[config.mk]
export PLATFORM = sky130hd
export DESIGN_NAME = sir_codec
export DESIGN_NICKNAME = d
export VERILOG_FILES = /design/src/rtl/sir_pkg.sv /design/src/rtl/sir_tx.sv /design/src/rtl/sir_rx_front.sv /design/src/rtl/sir_rx.sv /design/src/rtl/sir_codec.sv
export SDC_FILE = /design/constraint.sdc
export NUM_CORES = 1
export LEC_CHECK = 0
export BUFFER_PORTS_ARGS = -buffer_cell sky130_fd_sc_hd__buf_2
export CAP_MARGIN = 20
export CORE_AREA = 2 2 80 82
export DETAILED_ROUTE_END_ITERATION = 8
export DIE_AREA = 0 0 82 84
export PLACE_DENSITY = 0.71
export SLEW_MARGIN = 20
export SYNTH_ARGS = -nofsm -noshare
export SYNTH_HDL_FRONTEND = slang
export SYNTH_SLANG_ARGS = --single-unit
export TNS_END_PERCENT = 30
[constraint.sdc]
create_clock -name clk -period 2.1 [get_ports clk]
set_input_delay 0.315 -clock clk [delete_from_list [all_inputs] [get_ports clk]]
set_output_delay 0.315 -clock clk [all_outputs]
set_load 0.03 [all_outputs]
[src/rtl/sir_pkg.sv]
package sir_pkg;

  typedef struct packed {
    logic par_en;
    logic par_odd;
    logic stop2;
  } sir_cfg_t;

  typedef enum logic [0:0] {
    RX_IDLE  = 1'b0,
    RX_FRAME = 1'b1
  } sir_rx_st_e;

  // cells beyond the data bits: start, one stop, optional parity and second stop
  function automatic logic [2:0] sir_extra_cells(sir_cfg_t c);
    return 3'd2 + {2'b0, c.par_en} + {2'b0, c.stop2};
  endfunction

endpackage

[src/rtl/sir_tx.sv]
module sir_tx
  import sir_pkg::*;
#(
  parameter int DATA_W      = 8,
  parameter int OVS         = 16,
  parameter int PULSE_TICKS = 3
) (
  input  logic              clk,
  input  logic              rst,
  input  logic              tick16,
  input  logic              go,
  input  logic [DATA_W-1:0] data,
  input  sir_cfg_t          cfg,
  output logic              active,
  output logic              ir_tx
);

  localparam int FRAME_W = DATA_W + 4;
  localparam int CNT_W   = $clog2(FRAME_W + 1);
  localparam int TCNT_W  = $clog2(OVS);

  logic               active_q, act_n;
  logic [FRAME_W-1:0] frame_q, fr_n, fr_load;
  logic [CNT_W-1:0]   left_q, left_n, len_load;
  logic [TCNT_W-1:0]  tcnt_q, tc_n;
  logic               ir_q, pulse_n;

  always_comb begin
    fr_load              = '1;
    fr_load[0]           = 1'b0;
    fr_load[DATA_W:1]    = data;
    if (cfg.par_en)
      fr_load[DATA_W+1]  = cfg.par_odd ^ (^data);
    len_load = CNT_W'(DATA_W) + CNT_W'(sir_extra_cells(cfg));
  end

  always_comb begin
    act_n  = active_q;
    fr_n   = frame_q;
    left_n = left_q;
    tc_n   = tcnt_q;
    if (!active_q) begin
      if (go) begin
        act_n  = 1'b1;
        fr_n   = fr_load;
        left_n = len_load;
        tc_n   = '0;
      end
    end else if (tick16) begin
      if (tcnt_q == TCNT_W'(OVS - 1)) begin
        tc_n = '0;
        if (left_q == CNT_W'(1)) begin
          act_n = 1'b0;
        end else begin
          left_n = left_q - CNT_W'(1);
          fr_n   = {1'b1, frame_q[FRAME_W-1:1]};
        end
      end else begin
        tc_n = tcnt_q + TCNT_W'(1);
      end
    end
    pulse_n = act_n && !fr_n[0] && (tc_n < TCNT_W'(PULSE_TICKS));
  end

  always_ff @(posedge clk) begin
    if (rst) begin
      active_q <= 1'b0;
      frame_q  <= '1;
      left_q   <= '0;
      tcnt_q   <= '0;
      ir_q     <= 1'b0;
    end else begin
      active_q <= act_n;
      frame_q  <= fr_n;
      left_q   <= left_n;
      tcnt_q   <= tc_n;
      ir_q     <= pulse_n;
    end
  end

  assign active = active_q;
  assign ir_tx  = ir_q;

  // pulse length monitor, in ticks
  logic [3:0] pw_q;
  always_ff @(posedge clk) begin
    if (rst || !ir_q) pw_q <= '0;
    else if (tick16 && pw_q != 4'hF) pw_q <= pw_q + 4'd1;
  end

  AST_PULSE_WIDTH: assert property (@(posedge clk) disable iff (rst)
    pw_q <= 4'(PULSE_TICKS));

  AST_START_IGNORED_BUSY: assert property (@(posedge clk) disable iff (rst)
    (active_q && go && !tick16) |=> $stable(frame_q) && $stable(left_q));

endmodule

[src/rtl/sir_rx_front.sv]
module sir_rx_front #(
  parameter int SYNC_STAGES = 2
) (
  input  logic clk,
  input  logic rst,
  input  logic ir_rx,
  output logic rise
);

  logic synced;
  logic prev_q;

  generate
    if (SYNC_STAGES == 1) begin : g_one
      logic s_q;
      always_ff @(posedge clk) begin
        if (rst) s_q <= 1'b0;
        else     s_q <= ir_rx;
      end
      assign synced = s_q;
    end else begin : g_chain
      logic [SYNC_STAGES-1:0] s_q;
      always_ff @(posedge clk) begin
        if (rst) s_q <= '0;
        else     s_q <= {s_q[SYNC_STAGES-2:0], ir_rx};
      end
      assign synced = s_q[SYNC_STAGES-1];
    end
  endgenerate

  always_ff @(posedge clk) begin
    if (rst) prev_q <= 1'b0;
    else     prev_q <= synced;
  end

  assign rise = synced & ~prev_q;

endmodule

[src/rtl/sir_rx.sv]
module sir_rx
  import sir_pkg::*;
#(
  parameter int DATA_W = 8,
  parameter int OVS    = 16
) (
  input  logic              clk,
  input  logic              rst,
  input  logic              tick16,
  input  logic              rise,
  input  logic              blocked,
  input  sir_cfg_t          cfg,
  output logic              active,
  output logic [DATA_W-1:0] data,
  output logic              valid,
  output logic              perr,
  output logic              ferr
);

  localparam int IDX_W  = $clog2(DATA_W + 4);
  localparam int TCNT_W = $clog2(OVS);

  sir_rx_st_e         st_q;
  sir_cfg_t           cfg_q;
  logic [TCNT_W-1:0]  tcnt_q;
  logic [IDX_W-1:0]   idx_q, last_idx, par_idx;
  logic               hit_q, par_q, ferr_acc;
  logic [DATA_W-1:0]  shift_q, data_q;
  logic               valid_q, perr_q, ferr_q;
  logic               close, seen, bitv, is_data, is_par;

  assign last_idx = IDX_W'(DATA_W + 1) + IDX_W'(cfg_q.par_en) + IDX_W'(cfg_q.stop2);
  assign par_idx  = IDX_W'(DATA_W + 1);
  assign close    = (st_q == RX_FRAME) && tick16 && (tcnt_q == TCNT_W'(OVS - 1));
  assign seen     = hit_q | rise;
  assign bitv     = ~seen;
  assign is_data  = (idx_q != '0) && (idx_q <= IDX_W'(DATA_W));
  assign is_par   = cfg_q.par_en && (idx_q == par_idx);

  always_ff @(posedge clk) begin
    if (rst) begin
      st_q     <= RX_IDLE;
      cfg_q    <= '0;
      tcnt_q   <= '0;
      idx_q    <= '0;
      hit_q    <= 1'b0;
      par_q    <= 1'b0;
      ferr_acc <= 1'b0;
      shift_q  <= '0;
      data_q   <= '0;
      valid_q  <= 1'b0;
      perr_q   <= 1'b0;
      ferr_q   <= 1'b0;
    end else begin
      valid_q <= 1'b0;
      case (st_q)
        RX_IDLE: begin
          if (rise && !blocked) begin
            st_q     <= RX_FRAME;
            cfg_q    <= cfg;
            tcnt_q   <= '0;
            idx_q    <= '0;
            hit_q    <= 1'b0;
            ferr_acc <= 1'b0;
          end
        end
        default: begin
          if (close) begin
            tcnt_q <= '0;
            hit_q  <= 1'b0;
            idx_q  <= idx_q + IDX_W'(1);
            if (is_data)
              shift_q <= {bitv, shift_q[DATA_W-1:1]};
            else if (is_par)
              par_q <= bitv;
            else if (idx_q != '0)
              ferr_acc <= ferr_acc | seen;
            if (idx_q == last_idx) begin
              st_q    <= RX_IDLE;
              valid_q <= 1'b1;
              data_q  <= shift_q;
              perr_q  <= cfg_q.par_en && (par_q != (cfg_q.par_odd ^ (^shift_q)));
              ferr_q  <= ferr_acc | seen;
            end
          end else begin
            if (tick16) tcnt_q <= tcnt_q + TCNT_W'(1);
            if (rise)   hit_q  <= 1'b1;
          end
        end
      endcase
    end
  end

  assign active = (st_q == RX_FRAME);
  assign data   = data_q;
  assign valid  = valid_q;
  assign perr   = perr_q;
  assign ferr   = ferr_q;

  AST_VALID_ONE_CYCLE: assert property (@(posedge clk) disable iff (rst)
    valid_q |=> !valid_q);

  AST_RESULT_HELD: assert property (@(posedge clk) disable iff (rst)
    !valid_q |-> $stable(data_q) && $stable(perr_q) && $stable(ferr_q));

  AST_NO_START_WHEN_BLOCKED: assert property (@(posedge clk) disable iff (rst)
    (st_q == RX_IDLE && blocked) |=> st_q == RX_IDLE);

endmodule

[src/rtl/sir_codec.sv]
module sir_codec
  import sir_pkg::*;
#(
  parameter int DATA_W      = 8,
  parameter int OVS         = 16,
  parameter int PULSE_TICKS = 3,
  parameter int SYNC_STAGES = 2
) (
  input  logic              clk,
  input  logic              rst,
  input  logic              tick16,
  input  logic              cfg_par_en,
  input  logic              cfg_par_odd,
  input  logic              cfg_stop2,
  input  logic              tx_start,
  input  logic [DATA_W-1:0] tx_data,
  input  logic              ir_rx,
  output logic              ir_tx,
  output logic              busy,
  output logic              rx_valid,
  output logic [DATA_W-1:0] rx_data,
  output logic              rx_perr,
  output logic              rx_ferr
);

  sir_cfg_t cfg;
  logic     tx_active, rx_active, tx_go, rx_block, rise;

  assign cfg      = '{par_en: cfg_par_en, par_odd: cfg_par_odd, stop2: cfg_stop2};
  assign tx_go    = tx_start & ~rx_active;
  assign rx_block = tx_active | tx_start;
  assign busy     = tx_active | rx_active;

  sir_tx #(
    .DATA_W(DATA_W), .OVS(OVS), .PULSE_TICKS(PULSE_TICKS)
  ) u_tx (
    .clk(clk), .rst(rst), .tick16(tick16), .go(tx_go), .data(tx_data),
    .cfg(cfg), .active(tx_active), .ir_tx(ir_tx)
  );

  sir_rx_front #(.SYNC_STAGES(SYNC_STAGES)) u_front (
    .clk(clk), .rst(rst), .ir_rx(ir_rx), .rise(rise)
  );

  sir_rx #(.DATA_W(DATA_W), .OVS(OVS)) u_rx (
    .clk(clk), .rst(rst), .tick16(tick16), .rise(rise), .blocked(rx_block),
    .cfg(cfg), .active(rx_active), .data(rx_data), .valid(rx_valid),
    .perr(rx_perr), .ferr(rx_ferr)
  );

  AST_HALF_DUPLEX: assert property (@(posedge clk) disable iff (rst)
    !(tx_active && rx_active));

  AST_DARK_WHILE_RX: assert property (@(posedge clk) disable iff (rst)
    rx_active |-> !ir_tx);

endmodule

# ---- Word level (Yosys, flattened, before mapping)
# Index checks and enable logic that the tools add are counted.
dict set report word_totals {
  latch_bits 0
  memories 0
  elab_cells 126
  rom_bits 0
  ff_bits 59
  in_bits 16
  ramBits 0
  output_inout_bits 13
}
dict set report op_classes {
  n_div 0
  multipliers 0
  eq_ne 15
  n_shift 0
  muxes 40
  n_bitwise 13
  n_addsub 9
  order_cmp 2
  reduce_logical 25
}
# operator count
set op_table {}
lappend op_table {{$mux 12} 5}
lappend op_table {{$mux 4} 15}
lappend op_table {{$mux 1} 20}
lappend op_table {{$reduce_xor 8->1} 2}
lappend op_table {{$ne 2x2->1 const B} 7}
lappend op_table {{$add 4x1->4 const B} 3}
lappend op_table {{$eq 4x4->1 const B} 3}
lappend op_table {{$logic_and 1x1->1} 8}
lappend op_table {{$reduce_and 2->1} 4}
lappend op_table {{$reduce_and 4->1} 2}
lappend op_table {{$reduce_and 3->1} 2}
lappend op_table {{$not 1->1} 5}
lappend op_table {{$reduce_and 5->1} 1}
lappend op_table {{$add 4x1->4} 1}
lappend op_table {{$add 4x1->4 const A} 1}
lappend op_table {{$add 4x3->4 const A} 1}
lappend op_table {{$eq 4x1->1 const B} 1}
lappend op_table {{$eq 4x4->1} 1}
lappend op_table {{$le 4x4->1 const B} 1}
lappend op_table {{$lt 4x2->1 const B} 1}
lappend op_table {{$or 1x1->1} 4}
lappend op_table {{$reduce_bool 2->1} 2}
lappend op_table {{$reduce_bool 4->1} 1}
lappend op_table {{$sub 4x1->4 const B} 1}
lappend op_table {{9 further kinds} 12}

# ---- Longest topological paths before layout
dict set report logic_depth {
  depth_word 9
  depth_mapped 7
  depth_no_buf 6
}

# ---- Cells and area by module
# From an unflattened synthesis, not the netlist that was laid out.
dict set report hier_totals {
  cells_unflattened 313
  hier_area_um2 2817.7
}
# module cells_each instances area_per_inst_um2 seq_area_each_um2
set modules_own_cells {}
lappend modules_own_cells {sir_rx 173 1 1565.3 680.7}
lappend modules_own_cells {sir_tx 130 1 1143.6 440.4}
lappend modules_own_cells {sir_rx_front 7 1 87.6 60.1}
lappend modules_own_cells {sir_codec 3 1 21.3 0.0}

# ---- Worst setup path after synthesis
# Ideal clock, no wire load.
dict set report synth_path {
  path_type {reg-to-reg}
  startpoint {register u_rx.cfg_q[2] (netlist name)}
  endpoint {register u_rx.perr_q, in the netlist u_rx.perr}
  stages_incl_launch_ff 8
  slack_ns 0.514
  setup_time_ns 0.096
  required_time_ns 2.004
  arrival_ns 1.491
  n_path_buf 1
  path_cell_list {dfxtp_1 inv_1 ha_1 xor2_1 and4bb_1 buf_4 nand2_1 o41ai_2}
}
dict set report synth_between {
  elab_chain_len 4
  word_cells_on_any_way 5
}
# item line_no
set synth_rtl {}
lappend synth_rtl {{from (decl)} sir_rx.sv:24} ;# sir_cfg_t cfg_q;
lappend synth_rtl {{from (signal assigned)} sir_rx.sv:60} ;# cfg_q <= cfg;
lappend synth_rtl {{$add 4x1->4 (2 in a row)} sir_rx.sv:32} ;# assign last_idx = IDX_W'(DATA_W + 1) + IDX_W'(cfg_q.par_en) + IDX_W'(cfg_q.stop2);
lappend synth_rtl {{$eq 4x4->1} sir_rx.sv:78} ;# if (idx_q == last_idx) begin
lappend synth_rtl {{$reduce_and 3->1 (no source line)} --}
lappend synth_rtl {{to (signal assigned)} sir_rx.sv:82} ;# perr_q <= cfg_q.par_en && (par_q != (cfg_q.par_odd ^ (^shift_q)));
lappend synth_rtl {{to (decl)} sir_rx.sv:29} ;# logic valid_q, perr_q, ferr_q;
# Parallel ways exist; a longest one is shown, timed or not.
# A chain may end at the register's enable or synchronous reset.

# ---- Worst setup path in the final report
# Ends and elaborated chain as after synthesis.

==> metrics <==
Max stage delay on crit path=0.46 ns; Syn Nets=355; met2 WL=2950 um; Initial DRC Count=139; area grow syn2layout=13.8%; # setup viols final=0; routed length on met3=286 um; pwr dens=740 mW/mm^2; setup TNS=0 ns; Global Route Usage Sum=0.198; Synth Register Bits=59; crit path time final=1.91 ns; Post-route DRC=0; initial antenna violation count=0; R2R Path End=u_rx.perr$_SDFFE_PP0P_; most common cell after layout, fill and taps aside=dfxtp_1; outcome=completed; Static Leak=1.27 nW; CTS Root Cell=clkbuf_8; ordered cell list for the critical path=inv_1, ha_1, xor2_1, and4bb_1, nand2_1, o41ai_2; top post-synthesis cells by area=dfxtp_1, nand3_1, nand2_1; Synth top area share=0.410; Longest Clk Path Bufs=2; Synth Flop Type=dfxtp_1; ant diodes=0; register area share after synthesis=0.410; Hold Startpoint=ir_rx; RSZ-0062 raised after global routing=no; Worst EP required=2.35 ns; Core ar.=0.00610 mm^2; Worst Tran Pin Value=0.733 ns; syn_area_per_cell=8.73 um^2; global route overflow=0; cells after synthesis=330; nets@finish=381; share of post-route cells with drive strength above 1=0.177; Num CTS Buffers=9; CTS Hold Bufs=0; final hold vios=0; worst r2r path cells=6; critical path arrival=2.16 ns; Netlist cell types=53; Hold Crit Class=in -> reg; area leader, netlist=dfxtp_1; first-pass GRT wire length=10400 um; DRT Wirelength=6150 um; period utilization=0.910; Slew HR=0.509; hold endpoint=u_front.g_chain.s_q[0]$_SDFF_PP0_; Post-Place Cells=422; WHS Path Cells=2; clock sink total=59; VDD IR max=479 uV; H-tree levels=3; vias in the first global route=2255; via density per instance=5.62; highest metal used=met4; IO Pins=29; non-filler instance count after layout=438; first-pass iteration count of the detailed router=5; Antenna Nets Post-Route=0; Worst-path clk slew=0.07 ns; Max Freq=523 MHz; launching point of the worst reg2reg path=u_rx.cfg_q[2]$_SDFFE_PP0P_; Setup Buffers After CTS=0; Max Transition Viols Final=0; crit end category=flip-flop; max cap viols=0; FP Rows=29; critical path fanouts, max=11; asr flop ratio synth=0; Port Buf Inserts=28; Yosys warning total=0; EDFF count, synth=0; CTS tree=yes; WL per Instance=14.0 um; via count=2463; final RePlAce weighted congestion=0.850; Final HPWL DP=4360 um; register-to-register setup slack=0.19 ns; critical path launch point type=flip-flop; met1 WL=2830 um; Initial Util=0.473; most frequent cells in the layout=dfxtp_1, nand2_1, nand3_1, buf_2, a21oi_1; largest net degree at the start of global routing=30; CP max-delay cell=and4bb_1; Die Area=0.00689 mm^2; Clk Latency, worst-skew pair=0.34 ns; Die Y=84 um; post-cts repair resize count=0; die width=82 um; Final Skew=0.00766 ns; WS Path Type=reg -> reg; Cell Area, Synth=0.00288 mm^2
power breakdown:
group / internal [W] / leakage, nW / switching (W)
logic: 0.000101 / 0.687 / 0.000128
clock network: 0.000574 / 0.0991 / 0.000440
registers: 0.00115 / 0.480 / 0.0000280
cell type report:
type / instances / area (um^2)
Fill cell: 570 / 2820
Multi-Input combinational cell: 238 / 1550
Sequential cell: 59 / 1180
Timing Repair Buffer: 37 / 220
Clock buffer: 11 / 141
Tap cell: 77 / 96.3
Clock inverter: 5 / 52.6
Inverter: 11 / 41.3
cell usage after synthesis, types with 3 or more instances:
master and count:
o21ai_0 18, inv_1 11, nand3_1 30, nand2_1 38
dfxtp_1 59, ha_1 9, xnor2_1 13, xor2_1 8
buf_2 4, clkbuf_1 13, mux2i_1 4, nor2b_1 7
nor3_1 9, a21oi_1 27, buf_4 3, a31oi_1 7
nor2_1 11, a221oi_1 8, nor4_1 4
worst max-delay path, delay by kind of cell, from the launching register on:
kind | cells | cell delay (ns)
compound gates | 1 | 0.29
xor+xnor | 1 | 0.21
fa+ha+maj | 1 | 0.30
buf+inv | 1 | 0.08
flops | 1 | 0.37
simple gates | 2 | 0.57
kinds of logic (layout without fill, tap and decap cells):
logic type	Yosys count	in the layout	synth area share
AO/OA/AOI/OAI	74	74	0.165
XOR/XNOR	23	23	0.0795
adder cells (fa/ha/maj)	9	9	0.0391
buffers and inverters	33	64	0.0538
flip-flops	59	59	0.410
multiplexers	4	4	0.0139
AND/OR/NAND/NOR	128	128	0.239
layer usage:
layer / vias up / global-route usage
li1: 1229 / -
met1: 1167 / 0.260
met2: 58 / 0.299
met3: 9 / 0.0563
met4: 0 / 0.0909
met5: - / 0
registers in the layout, indices dropped and copies added, names as in the netlist, 2 cells and up:
signal,count
u_rx.cfg_q,3
u_rx.idx_q,4
u_tx.frame_q,12
u_tx.left_q,4
u_rx.tcnt_q,4
u_front.g_chain.s_q,2
u_rx.data,8
u_tx.tcnt_q,4
u_rx.shift_q,8
stage by stage:
| step | util | worst slack (ns) | total power (W) | area [um^2] | hold slack, ns |
|---|---|---|---|---|---|
| finish | 0.538 | 0.189 | 0.00242 | 3280 | 0.204 |
| global route | 0.538 | 0.0267 | 0.00254 | 3280 | 0.219 |
| CTS | 0.538 | 0.185 | 0.00246 | 3280 | 0.202 |
| detailed placement | 0.506 | 0.211 | 0.00143 | 3080 | 0.426 |
| global placement | 0.506 | 0.248 | 0.00143 | 3080 | 0.434 |
| floorplan | - | 0.514 | 0.00137 | 2880 | 0.414 |
how the worst max path moves through the flow:
stage,depth (start not counted),slack [ns],endpoint,start
finish,6,0.19,u_rx.perr$_SDFFE_PP0P_,u_rx.cfg_q[2]$_SDFFE_PP0P_
global route,6,0.03,u_rx.perr$_SDFFE_PP0P_,u_rx.cfg_q[2]$_SDFFE_PP0P_
CTS,6,0.19,u_rx.perr$_SDFFE_PP0P_,u_rx.cfg_q[2]$_SDFFE_PP0P_
detailed placement,6,0.21,u_rx.perr$_SDFFE_PP0P_,u_rx.cfg_q[2]$_SDFFE_PP0P_
global placement,6,0.25,u_tx.left_q[1]$_SDFFE_PP0P_,u_tx.left_q[1]$_SDFFE_PP0P_
floorplan,7,0.51,u_rx.perr$_SDFFE_PP0P_,u_rx.cfg_q[2]$_SDFFE_PP0P_
Power figures use the tool's default switching activity.
